<file path="config.mk">
export PLATFORM = sky130hd
export DESIGN_NAME = prefetch_window_decoder
export DESIGN_NICKNAME = d
export VERILOG_FILES = /design/src/rtl/pfw_pkg.sv /design/src/rtl/pfw_datapath.sv /design/src/rtl/pfw_ctrl.sv /design/src/rtl/prefetch_window_decoder.sv
export SDC_FILE = /design/constraint.sdc
export NUM_CORES = 1
export LEC_CHECK = 0
export CAP_MARGIN = 10
export CORE_MARGIN = 5
export CORE_UTILIZATION = 59
export DETAILED_ROUTE_END_ITERATION = 8
export PLACE_DENSITY = 0.94
export REMOVE_ABC_BUFFERS = 1
export SLEW_MARGIN = 20
export SYNTH_ARGS = -nofsm -noshare
export SYNTH_HDL_FRONTEND = slang
export SYNTH_HIERARCHICAL = 1
export SYNTH_SLANG_ARGS = --single-unit
</file>
<file path="constraint.sdc">
create_clock -name clk -period 5.01 [get_ports clk]
set_clock_uncertainty 0.05 [all_clocks]
set_input_delay 0.7515 -clock clk [delete_from_list [all_inputs] [get_ports clk]]
set_output_delay 0.7515 -clock clk [all_outputs]
set_load 0.005 [all_outputs]
</file>
<file path="src/rtl/pfw_pkg.sv">
package pfw_pkg;

  // Write strobes issued by the control toward the datapath registers.
  typedef struct packed {
    logic wrWindowLo;   // base/limit bits 31:GRAN in one dword
    logic wrBaseUp;     // base bits 63:32
    logic wrLimitUp;    // limit bits 63:32
  } cfgStrobe_t;

  // Comparison results returned by the datapath.
  typedef struct packed {
    logic straddle;     // base below 4GB, limit above
    logic enabled;      // base <= limit
    logic inWindow;     // enabled and base <= addr <= limit
    logic sacGeBase;    // low 32 address bits >= low 32 base bits
    logic dacLeLimit;   // 64-bit address <= 64-bit limit
  } cmpFlags_t;

endpackage

</file>
<file path="src/rtl/pfw_datapath.sv">
module pfw_datapath
  import pfw_pkg::*;
#(
  parameter int ADDR_W    = 64,
  parameter int CFG_W     = 32,
  parameter int GRAN_BITS = 20,
  parameter int BASE_LSB  = 4
) (
  input  logic              clk,
  input  logic              rstN,
  input  cfgStrobe_t        strobe,
  input  logic [CFG_W-1:0]  cfgWdata,
  input  logic [ADDR_W-1:0] reqAddr,
  input  logic              reqDac,
  output cmpFlags_t         flags
);

  localparam int LO_W = CFG_W - GRAN_BITS;
  localparam int UP_W = ADDR_W - CFG_W;

  logic [LO_W-1:0] baseLo, limitLo;
  logic [UP_W-1:0] baseUp, limitUp;

  always_ff @(posedge clk or negedge rstN) begin
    if (!rstN) begin
      baseLo  <= '0;
      limitLo <= '0;
      baseUp  <= '0;
      limitUp <= '0;
    end else begin
      if (strobe.wrWindowLo) begin
        baseLo  <= cfgWdata[BASE_LSB +: LO_W];
        limitLo <= cfgWdata[CFG_W-1 -: LO_W];
      end
      if (strobe.wrBaseUp)  baseUp  <= cfgWdata[UP_W-1:0];
      if (strobe.wrLimitUp) limitUp <= cfgWdata[UP_W-1:0];
    end
  end

  logic [ADDR_W-1:0] base64, limit64, addr64;
  logic              addrGeBase, addrLeLimit;

  always_comb begin
    base64  = {baseUp, baseLo, {GRAN_BITS{1'b0}}};
    limit64 = {limitUp, limitLo, {GRAN_BITS{1'b1}}};
    // A single-cycle request carries a 32-bit address only.
    addr64  = reqDac ? reqAddr : {{UP_W{1'b0}}, reqAddr[CFG_W-1:0]};
    addrGeBase  = (addr64 >= base64);
    addrLeLimit = (addr64 <= limit64);
    flags.straddle   = (baseUp == '0) && (limitUp != '0);
    flags.enabled    = (base64 <= limit64);
    flags.inWindow   = flags.enabled && addrGeBase && addrLeLimit;
    flags.sacGeBase  = (reqAddr[CFG_W-1:0] >= base64[CFG_W-1:0]);
    flags.dacLeLimit = addrLeLimit;
  end

  // an upper field takes the written value on the next edge.
  p_base_up_load_r3: assert property (@(posedge clk) disable iff (!rstN)
    strobe.wrBaseUp |=> (baseUp == $past(cfgWdata[UP_W-1:0])));
  p_limit_up_load_r3: assert property (@(posedge clk) disable iff (!rstN)
    strobe.wrLimitUp |=> (limitUp == $past(cfgWdata[UP_W-1:0])));
  // without a strobe the fields hold.
  p_fields_hold_r3: assert property (@(posedge clk) disable iff (!rstN)
    (strobe == '0) |=> ($stable(baseUp) && $stable(limitUp) &&
                        $stable(baseLo) && $stable(limitLo)));
  // a straddling window can never be empty.
  p_straddle_nonempty_r7: assert property (@(posedge clk) disable iff (!rstN)
    flags.straddle |-> flags.enabled);

endmodule

</file>
<file path="src/rtl/pfw_ctrl.sv">
module pfw_ctrl
  import pfw_pkg::*;
#(
  parameter int CFG_AW       = 8,
  parameter int OFF_WINDOWLO = 'h24,
  parameter int OFF_BASEUP   = 'h28,
  parameter int OFF_LIMITUP  = 'h2C
) (
  input  logic              clk,
  input  logic              rstN,
  input  logic              cfgWe,
  input  logic [CFG_AW-1:0] cfgAddr,
  input  logic              reqValid,
  input  logic              reqDac,
  input  logic              reqFromSec,
  input  cmpFlags_t         flags,
  output cfgStrobe_t        strobe,
  output logic              decValid,
  output logic              decClaim,
  output logic              decDown
);

  localparam logic [CFG_AW-1:0] A_WLO = CFG_AW'(OFF_WINDOWLO);
  localparam logic [CFG_AW-1:0] A_BUP = CFG_AW'(OFF_BASEUP);
  localparam logic [CFG_AW-1:0] A_LUP = CFG_AW'(OFF_LIMITUP);

  always_comb begin
    strobe.wrWindowLo = cfgWe && (cfgAddr == A_WLO);
    strobe.wrBaseUp   = cfgWe && (cfgAddr == A_BUP);
    strobe.wrLimitUp  = cfgWe && (cfgAddr == A_LUP);
  end

  logic hit, claimNext;

  always_comb begin
    if (flags.straddle) hit = reqDac ? flags.dacLeLimit : flags.sacGeBase;
    else                hit = flags.inWindow;
    claimNext = reqFromSec ? !hit : hit;
  end

  always_ff @(posedge clk or negedge rstN) begin
    if (!rstN) begin
      decValid <= 1'b0;
      decClaim <= 1'b0;
      decDown  <= 1'b0;
    end else begin
      decValid <= reqValid;
      decClaim <= reqValid && claimNext;
      decDown  <= reqValid && !reqFromSec;
    end
  end

  p_strobe_onehot_r3: assert property (@(posedge clk) disable iff (!rstN)
    $onehot0(strobe));
  p_valid_follows_r2: assert property (@(posedge clk) disable iff (!rstN)
    reqValid |=> decValid);
  p_idle_quiet_r2: assert property (@(posedge clk) disable iff (!rstN)
    !reqValid |=> (!decValid && !decClaim));
  p_direction_r11: assert property (@(posedge clk) disable iff (!rstN)
    reqValid |=> (decDown == !$past(reqFromSec)));
  p_sec_inside_r6: assert property (@(posedge clk) disable iff (!rstN)
    (reqValid && reqFromSec && !flags.straddle && flags.inWindow) |=> !decClaim);
  p_straddle_sac_r8: assert property (@(posedge clk) disable iff (!rstN)
    (reqValid && !reqDac && flags.straddle)
      |=> (decClaim == ($past(flags.sacGeBase) ^ $past(reqFromSec))));
  p_straddle_dac_r9: assert property (@(posedge clk) disable iff (!rstN)
    (reqValid && reqDac && flags.straddle)
      |=> (decClaim == ($past(flags.dacLeLimit) ^ $past(reqFromSec))));
  p_empty_primary_r7: assert property (@(posedge clk) disable iff (!rstN)
    (reqValid && !reqFromSec && !flags.enabled) |=> !decClaim);

endmodule

</file>
<file path="src/rtl/prefetch_window_decoder.sv">
module prefetch_window_decoder
  import pfw_pkg::*;
#(
  parameter int ADDR_W    = 64,
  parameter int CFG_W     = 32,
  parameter int CFG_AW    = 8,
  parameter int GRAN_BITS = 20
) (
  input  logic              clk,
  input  logic              rstN,
  input  logic              cfgWe,
  input  logic [CFG_AW-1:0] cfgAddr,
  input  logic [CFG_W-1:0]  cfgWdata,
  input  logic              reqValid,
  input  logic [ADDR_W-1:0] reqAddr,
  input  logic              reqDac,
  input  logic              reqFromSec,
  output logic              decValid,
  output logic              decClaim,
  output logic              decDown
);

  cfgStrobe_t strobe;
  cmpFlags_t  flags;

  pfw_ctrl #(.CFG_AW(CFG_AW)) uCtrl (
    .clk(clk), .rstN(rstN), .cfgWe(cfgWe), .cfgAddr(cfgAddr),
    .reqValid(reqValid), .reqDac(reqDac), .reqFromSec(reqFromSec),
    .flags(flags), .strobe(strobe),
    .decValid(decValid), .decClaim(decClaim), .decDown(decDown)
  );

  pfw_datapath #(.ADDR_W(ADDR_W), .CFG_W(CFG_W), .GRAN_BITS(GRAN_BITS)) uData (
    .clk(clk), .rstN(rstN), .strobe(strobe), .cfgWdata(cfgWdata),
    .reqAddr(reqAddr), .reqDac(reqDac), .flags(flags)
  );

endmodule

</file>
==> results.sh, run 1 <==
export IMPL_max_clock_freq_ghz=0.250
export IMPL_crit_path_start_kind="input port"
export IMPL_fillers=787
export IMPL_dieArea_um2=13700
export IMPL_crit_path_start="reqDac"
export IMPL_num_rows=39
export IMPL_r2r_end="uCtrl/decClaim"
export IMPL_finalCritPeriodShare_pct=80.0
export IMPL_die_x_um=117
export IMPL_post_place_ws_ns=0.720
export IMPL_hpwl_mm=15.2
export IMPL_num_vias=6284
export IMPL_path_clk_slew_ns=0.06
export IMPL_drt_first_pass_iters=6
export IMPL_wl_per_cell_um=18.7
export IMPL_antenna_left=0
export IMPL_rsz0062_at_grt="no"
export IMPL_place_gp_congestion=0.936
export IMPL_gr_usage_all_layers_pct=28.9
export IMPL_portBuffers=112
export IMPL_r2r_cells=12
export IMPL_tritoncts="built"
export IMPL_path_max_fanout=13
export IMPL_core_area_um2=11400
export IMPL_crit_required_ns=5.25
export IMPL_grt_pass1_vias=6403
export IMPL_synth_adder_area_share_pct=23.9
export IMPL_power_leakage_nw=4.20
export IMPL_syn_area_per_cell_um2=8.70
export IMPL_slowest_delay_ns=0.61
export IMPL_clockRootBuffer="clkbuf_16"
export IMPL_ctsLongestPathBuffers=2
export IMPL_grt_max_degree=65
export IMPL_synth_enable_flop_cells=0
export IMPL_power_density_nw_per_um2=244
export IMPL_n_antenna_cell=0
export IMPL_start_util_pct=59.7
export IMPL_final_cell_mix="ha_1, clkdlybuf4s50_1, nand2_1"
export IMPL_layout_commonest_cell="ha_1"
export IMPL_tightest_slew_ns=0.826
export IMPL_cpMostUsedCell="nand4_1"
export IMPL_maxSlewViolCount=0
export IMPL_drt_iter0_markers=595
export IMPL_antenna_found_initial=0
export IMPL_synth_xor_area_share_pct=0.129
export IMPL_clock_latency_ns=0.35
export IMPL_synthSimpleGateAreaFrac_pct=17.7
export IMPL_ys_warnings_count=6
export IMPL_ctsHtreeMaxLevel=3
export IMPL_crit_family="simple AND/OR/NAND/NOR gates"
export IMPL_utilization_pct=73.4
export IMPL_crit_chain="clkdlybuf4s50_1 -> and2_1 -> ha_1 -> nand4_1 -> nor3_1 -> nor4b_1 -> nand4_1 -> nand2_1 -> a2bb2oi_1 -> o211a_1 -> nor2_1 -> a211o_1 -> a21boi_2"
export IMPL_yosys_cell_types_count=52
export IMPL_grt_ovfl_total=0
export IMPL_cts_repair_resized=0
export IMPL_nets=1124
export IMPL_synth_seq_cells=91
export IMPL_netlist_area_um2=6790
export IMPL_area_growth_pct=23.0
export IMPL_cpMaxStageDelayCell="nor4b_1"
export IMPL_fin_cells=1033
export IMPL_synth_top_family_by_area="adder cells"
export IMPL_vias_per_cell=6.08
export IMPL_status="completed"
export IMPL_finalSetupViolations=0
export IMPL_io_pins=113
export IMPL_ys_seq_area_share_pct=33.5
export IMPL_finalHoldViolCount=0
export IMPL_hold_buffers=0
export IMPL_layout_drive_gt1_share_pct=3.37
export IMPL_fp_dieH_um=117
export IMPL_cts_buffers=9
export IMPL_grt_pass1_wl_mm=30.7
export IMPL_critical_path_class="in -> reg"
export IMPL_synth_compound_area_share_pct=17.7
export IMPL_critPathBufInv=1
export IMPL_period_needed_ns=4.01
export IMPL_muxShareOfSynthArea_pct=0.479
export IMPL_maxSlewHeadroom_pct=44.4
export IMPL_async_flop_share_pct=100
export IMPL_clkSinkCount=91
export IMPL_ys_flop_type="dfrtp_1"
export IMPL_postCtsSetupBuffers=0
export IMPL_hold_class="in -> async"
export IMPL_maxCapViolCount=0
export IMPL_crit_path_end_kind="flop"
export IMPL_finalWirelength_mm=19.3
export IMPL_r2r_setup_slack_ns=1.76
export IMPL_placedCellCount=1016
export IMPL_drc=0
export IMPL_setup_slack_ns=1.00
export IMPL_crit_reg2reg_launch="uData/limitUp[13]"
export IMPL_worstPathArrival_ns=4.25
export IMPL_ir_drop_mv=0.204
export IMPL_netlist_instances=780
export IMPL_finalSetupTns_ns=0
final cells by class:
cell class | count | area, µm² | share of cell area (%)
flip-flops and latches | 91 | 2280 | 27.3
inverters | 94 | 353 | 4.23
clock buffers | 13 | 260 | 3.12
well taps | 143 | 179 | 2.14
repair buffers | 117 | 1180 | 14.1
clock inverters | 3 | 21.3 | 0.255
multi-input cells | 572 | 4080 | 48.9
cell usage after synthesis (2+ instances only):
master,instances,share of area [%]
ha_1,129,24
nand2_1,102,5.6
mux2_2,2,0.33
nor2b_1,5,0.46
a21oi_1,29,2.1
o211ai_1,2,0.22
a21o_1,30,3.3
o21ai_0,100,7.4
nor4_1,22,2.0
inv_1,94,5.2
o21ai_1,5,0.37
a31oi_1,2,0.18
nor4b_1,2,0.26
and2_1,32,2.9
a221o_1,3,0.44
nor3_1,9,0.66
a211oi_1,7,0.77
nand4_1,33,3.0
clkbuf_1,21,1.2
o211a_1,2,0.29
dfrtp_1,91,34
nand3_1,8,0.59
nor2_1,20,1.1
o21a_1,2,0.22
metrics by stage:
stage / power, mW / hold WS (ns) / area [µm²]
6_report: 2.04 / 0.429 / 8350
5_1_grt: 2.14 / 0.504 / 8350
4_1_cts: 2.04 / 0.451 / 8320
3_5_place_dp: 1.38 / 0.505 / 8040
3_3_place_gp: 1.35 / 0.495 / 8040
2_1_floorplan: 1.14 / 0.406 / 6700
worst register-to-register path, cell delays in order (launching register included):
cell and delay (ns):
dfrtp_1 0.38, inv_1 0.10, ha_1 0.32, nand4_1 0.11, nor3_1 0.38, nor4b_1 0.61, nand4_1 0.22, nand2_1 0.12
a2bb2oi_1 0.23, o211a_1 0.20, nor2_1 0.05, a211o_1 0.29, a21boi_2 0.13
layer usage:
layer,part of all wire (%),global-route usage (%)
met5,0,0.370
met2,47,46.4
met1,40,36.8
met3,8.0,5.66
met4,5.0,15.5
how the worst max path moves through the flow:
stage,endpoint,slack (ns),cells past startpoint
final,uCtrl/decClaim,1.00,13
after global routing,uCtrl/decClaim,0.76,13
after CTS,uCtrl/decClaim,1.10,13
after detailed placement,uCtrl/decClaim,0.72,14
after global placement,uCtrl/decClaim,0.88,13
after floorplan,uData/baseUp[2],0.55,4
where the power goes:
part,switching (mW),internal [mW],total [mW],leakage [nW]
Combinational,0.288,0.257,0.545,3.20
Sequential,0.0464,0.794,0.840,0.866
Clock,0.287,0.365,0.652,0.136
Total,0.621,1.42,2.04,4.20
cells by family (layout without fill, tap and decap cells):
logic type,count (synthesis),count (layout)
simple gates,241,241
xor+xnor,1,1
mux,3,3
flops,91,91
fa+ha+maj,130,130
buf+inv,117,227
compound gates,197,197
state kept, by name (all words and copies together), names as in the netlist:
signal and cells:
uData/limitUp 32, uData/baseUp 32, uCtrl/decClaim 1, uCtrl/decValid 1, uData/limitLo 12, uData/baseLo 12
uCtrl/decDown 1
No activity file was read; power rests on OpenSTA's default activity.
==> run 2: changes to the inputs <==
CORE_UTILIZATION = 49   (was 59)
PLACE_DENSITY = 0.84   (was 0.94)
clock period = 3.6 ns   (was 5.01 ns; I/O delays follow)
==> run 2 against run 1 <==
Effect of this change: sequential power up 39%; register-to-register slack worse by 1.2 ns; largest power group unchanged; cell count up 4.5%; hold slack worse by 0.17 ns; clock power up 47%; via count down 3.1%; core utilization down 12 points; wire length down 2.7%; critical path depth up 1; combinational power up 38%.
==> results.sh, run 2 (synthesis gave the netlist of run 1 again) <==
export IMPL_crit_end="uCtrl/decClaim"
export IMPL_layout_drive_gt1_share_pct=4.56
export IMPL_power_density_nw_per_um2=339
export IMPL_ctsHtreeMaxLevel=3
export IMPL_critical_path_class="in -> reg"
export IMPL_antenna_left=0
export IMPL_final_cell_area_um2=8500
export IMPL_final_cell_mix="ha_1, clkdlybuf4s50_1, nand2_1"
export IMPL_drt_first_pass_iters=5
export IMPL_finalWirelength_mm=18.8
export IMPL_grt_util_met2_pct=40.4
export IMPL_hpwl_mm=15.1
export IMPL_clkSinkCount=91
export IMPL_io_pins=113
export IMPL_vias_per_cell=5.64
export IMPL_fillers=1193
export IMPL_clockRootBuffer="clkbuf_16"
export IMPL_drc=0
export IMPL_post_place_ws_ns=-0.185
export IMPL_ctsLongestPathBuffers=2
export IMPL_wl_per_cell_um=17.4
export IMPL_hold_class="in -> async"
export IMPL_top_regs="uData/baseUp (32), uData/limitUp (32)"
export IMPL_num_vias=6092
export IMPL_place_gp_congestion=0.937
export IMPL_crit_reg2reg_launch="uData/baseLo[7]"
export IMPL_crit_path_start="reqDac"
export IMPL_setup_slack_ns=0.220
export IMPL_busiest_layer="met2"
export IMPL_r2r_setup_slack_ns=0.54
export IMPL_path_clk_slew_ns=0.07
export IMPL_multi_input_area_um2=4090
export IMPL_use_met3_pct=6.58
export IMPL_finalCritPeriodShare_pct=93.9
export IMPL_n_antenna_cell=0
export IMPL_power_leakage_nw=4.26
export IMPL_rsz0062_at_grt="no"
export IMPL_portBuffers=112
export IMPL_worstPathArrival_ns=3.61
export IMPL_core_area_um2=13700
export IMPL_fin_cells=1080
export IMPL_cts_repair_resized=0
export IMPL_finalHoldViolCount=0
export IMPL_finalSetupTns_ns=0
export IMPL_period_needed_ns=3.38
export IMPL_tritoncts="built"
export IMPL_max_clock_freq_ghz=0.296
export IMPL_r2r_cells=11
export IMPL_grt_pass1_wl_mm=30.8
export IMPL_area_growth_pct=25.2
export IMPL_num_rows=43
export IMPL_crit_required_ns=3.83
export IMPL_grtUsageMet1_pct=30.2
export IMPL_maxSlewHeadroom_pct=42.9
export IMPL_crit_path_end_kind="flop"
export IMPL_cts_buffers=9
export IMPL_fp_dieH_um=128
export IMPL_hold_buffers=0
export IMPL_maxSlewViolCount=0
export IMPL_gr_usage_all_layers_pct=23.9
export IMPL_status="completed"
export IMPL_path_max_fanout=30
export IMPL_r2r_end="uCtrl/decClaim"
export IMPL_clock_latency_ns=0.35
export IMPL_ir_drop_mv=0.241
export IMPL_antenna_found_initial=0
export IMPL_placedCellCount=1064
export IMPL_grt_ovfl_total=0
export IMPL_tightest_slew_ns=0.857
export IMPL_die_x_um=128
export IMPL_nets=1134
export IMPL_placed_area_um2=8190
export IMPL_dieArea_um2=16300
export IMPL_finalSetupViolations=0
export IMPL_crit_path_start_kind="input port"
export IMPL_start_util_pct=49.5
export IMPL_layout_commonest_cell="ha_1"
export IMPL_grt_pass1_vias=6196
export IMPL_drt_iter0_markers=380
export IMPL_maxCapViolCount=0
export IMPL_postCtsSetupBuffers=0
export IMPL_grt_max_degree=68
export IMPL_seq_area_um2=2280
run 2: cell types whose count changed in the layout (fill, tap and decap cells not counted), sizes merged:
cell	before	now
buf	6	16
bufinv	0	1
clkbuf	13	12
clkinvlp	1	2
inv	95	94
run 2: cell type report:
| type | count | share of cell area, % |
|---|---|---|
| Timing Repair Buffer | 127 | 14.8 |
| Tap cell | 180 | 2.65 |
| Inverter | 94 | 4.15 |
| Clock inverter | 4 | 0.589 |
| Sequential cell | 91 | 26.8 |
| Multi-Input combinational cell | 572 | 48.1 |
| Clock buffer | 12 | 2.90 |
run 2: how the worst min path moves through the flow:
| stage | from | cells past startpoint | end | slack, ns |
|---|---|---|---|---|
| 2_1_floorplan | rstN | 0 | uCtrl/decClaim | 0.19 |
| 3_3_place_gp | uData/baseLo[0] | 1 | uData/baseLo[0] | 0.49 |
| 3_5_place_dp | uData/baseLo[0] | 1 | uData/baseLo[0] | 0.51 |
| 4_1_cts | rstN | 1 | uData/limitUp[27] | 0.27 |
| 5_1_grt | rstN | 1 | uData/baseUp[28] | 0.32 |
| 6_report | rstN | 1 | uData/limitUp[27] | 0.26 |
run 2: worst max-delay path, cell delays in order:
cell	delay (ns)
clkdlybuf4s50_1	0.50
buf_12	0.17
and2_1	0.16
ha_1	0.24
a21o_1	0.17
a21o_1	0.17
a21oi_1	0.14
nor3_1	0.06
or4_1	0.55
a2bb2oi_1	0.20
o211a_1	0.21
nor2_1	0.07
a211o_1	0.29
a21boi_2	0.13
run 2: through the flow:
stage / power (mW) / util (%) / hold WS (ns)
2_1_floorplan: 1.59 / - / 0.194
3_3_place_gp: 1.90 / 59.7 / 0.494
3_5_place_dp: 1.92 / 59.7 / 0.509
4_1_cts: 2.89 / 61.9 / 0.274
5_1_grt: 3.04 / 61.9 / 0.317
6_report: 2.88 / 61.9 / 0.257
run 2: routing by layer:
metal	up-vias	part of all wire, %
li1	2996	-
met4	0	2.6
met3	40	6.5
met5	-	0
met1	2852	43
met2	204	48
run 2: power by group:
group          leakage [nW]  total, mW  internal [mW]  switching [mW]
clock                 0.139      0.961          0.557           0.404
sequential            0.866       1.17           1.10          0.0627
combinational          3.25      0.752          0.362           0.390
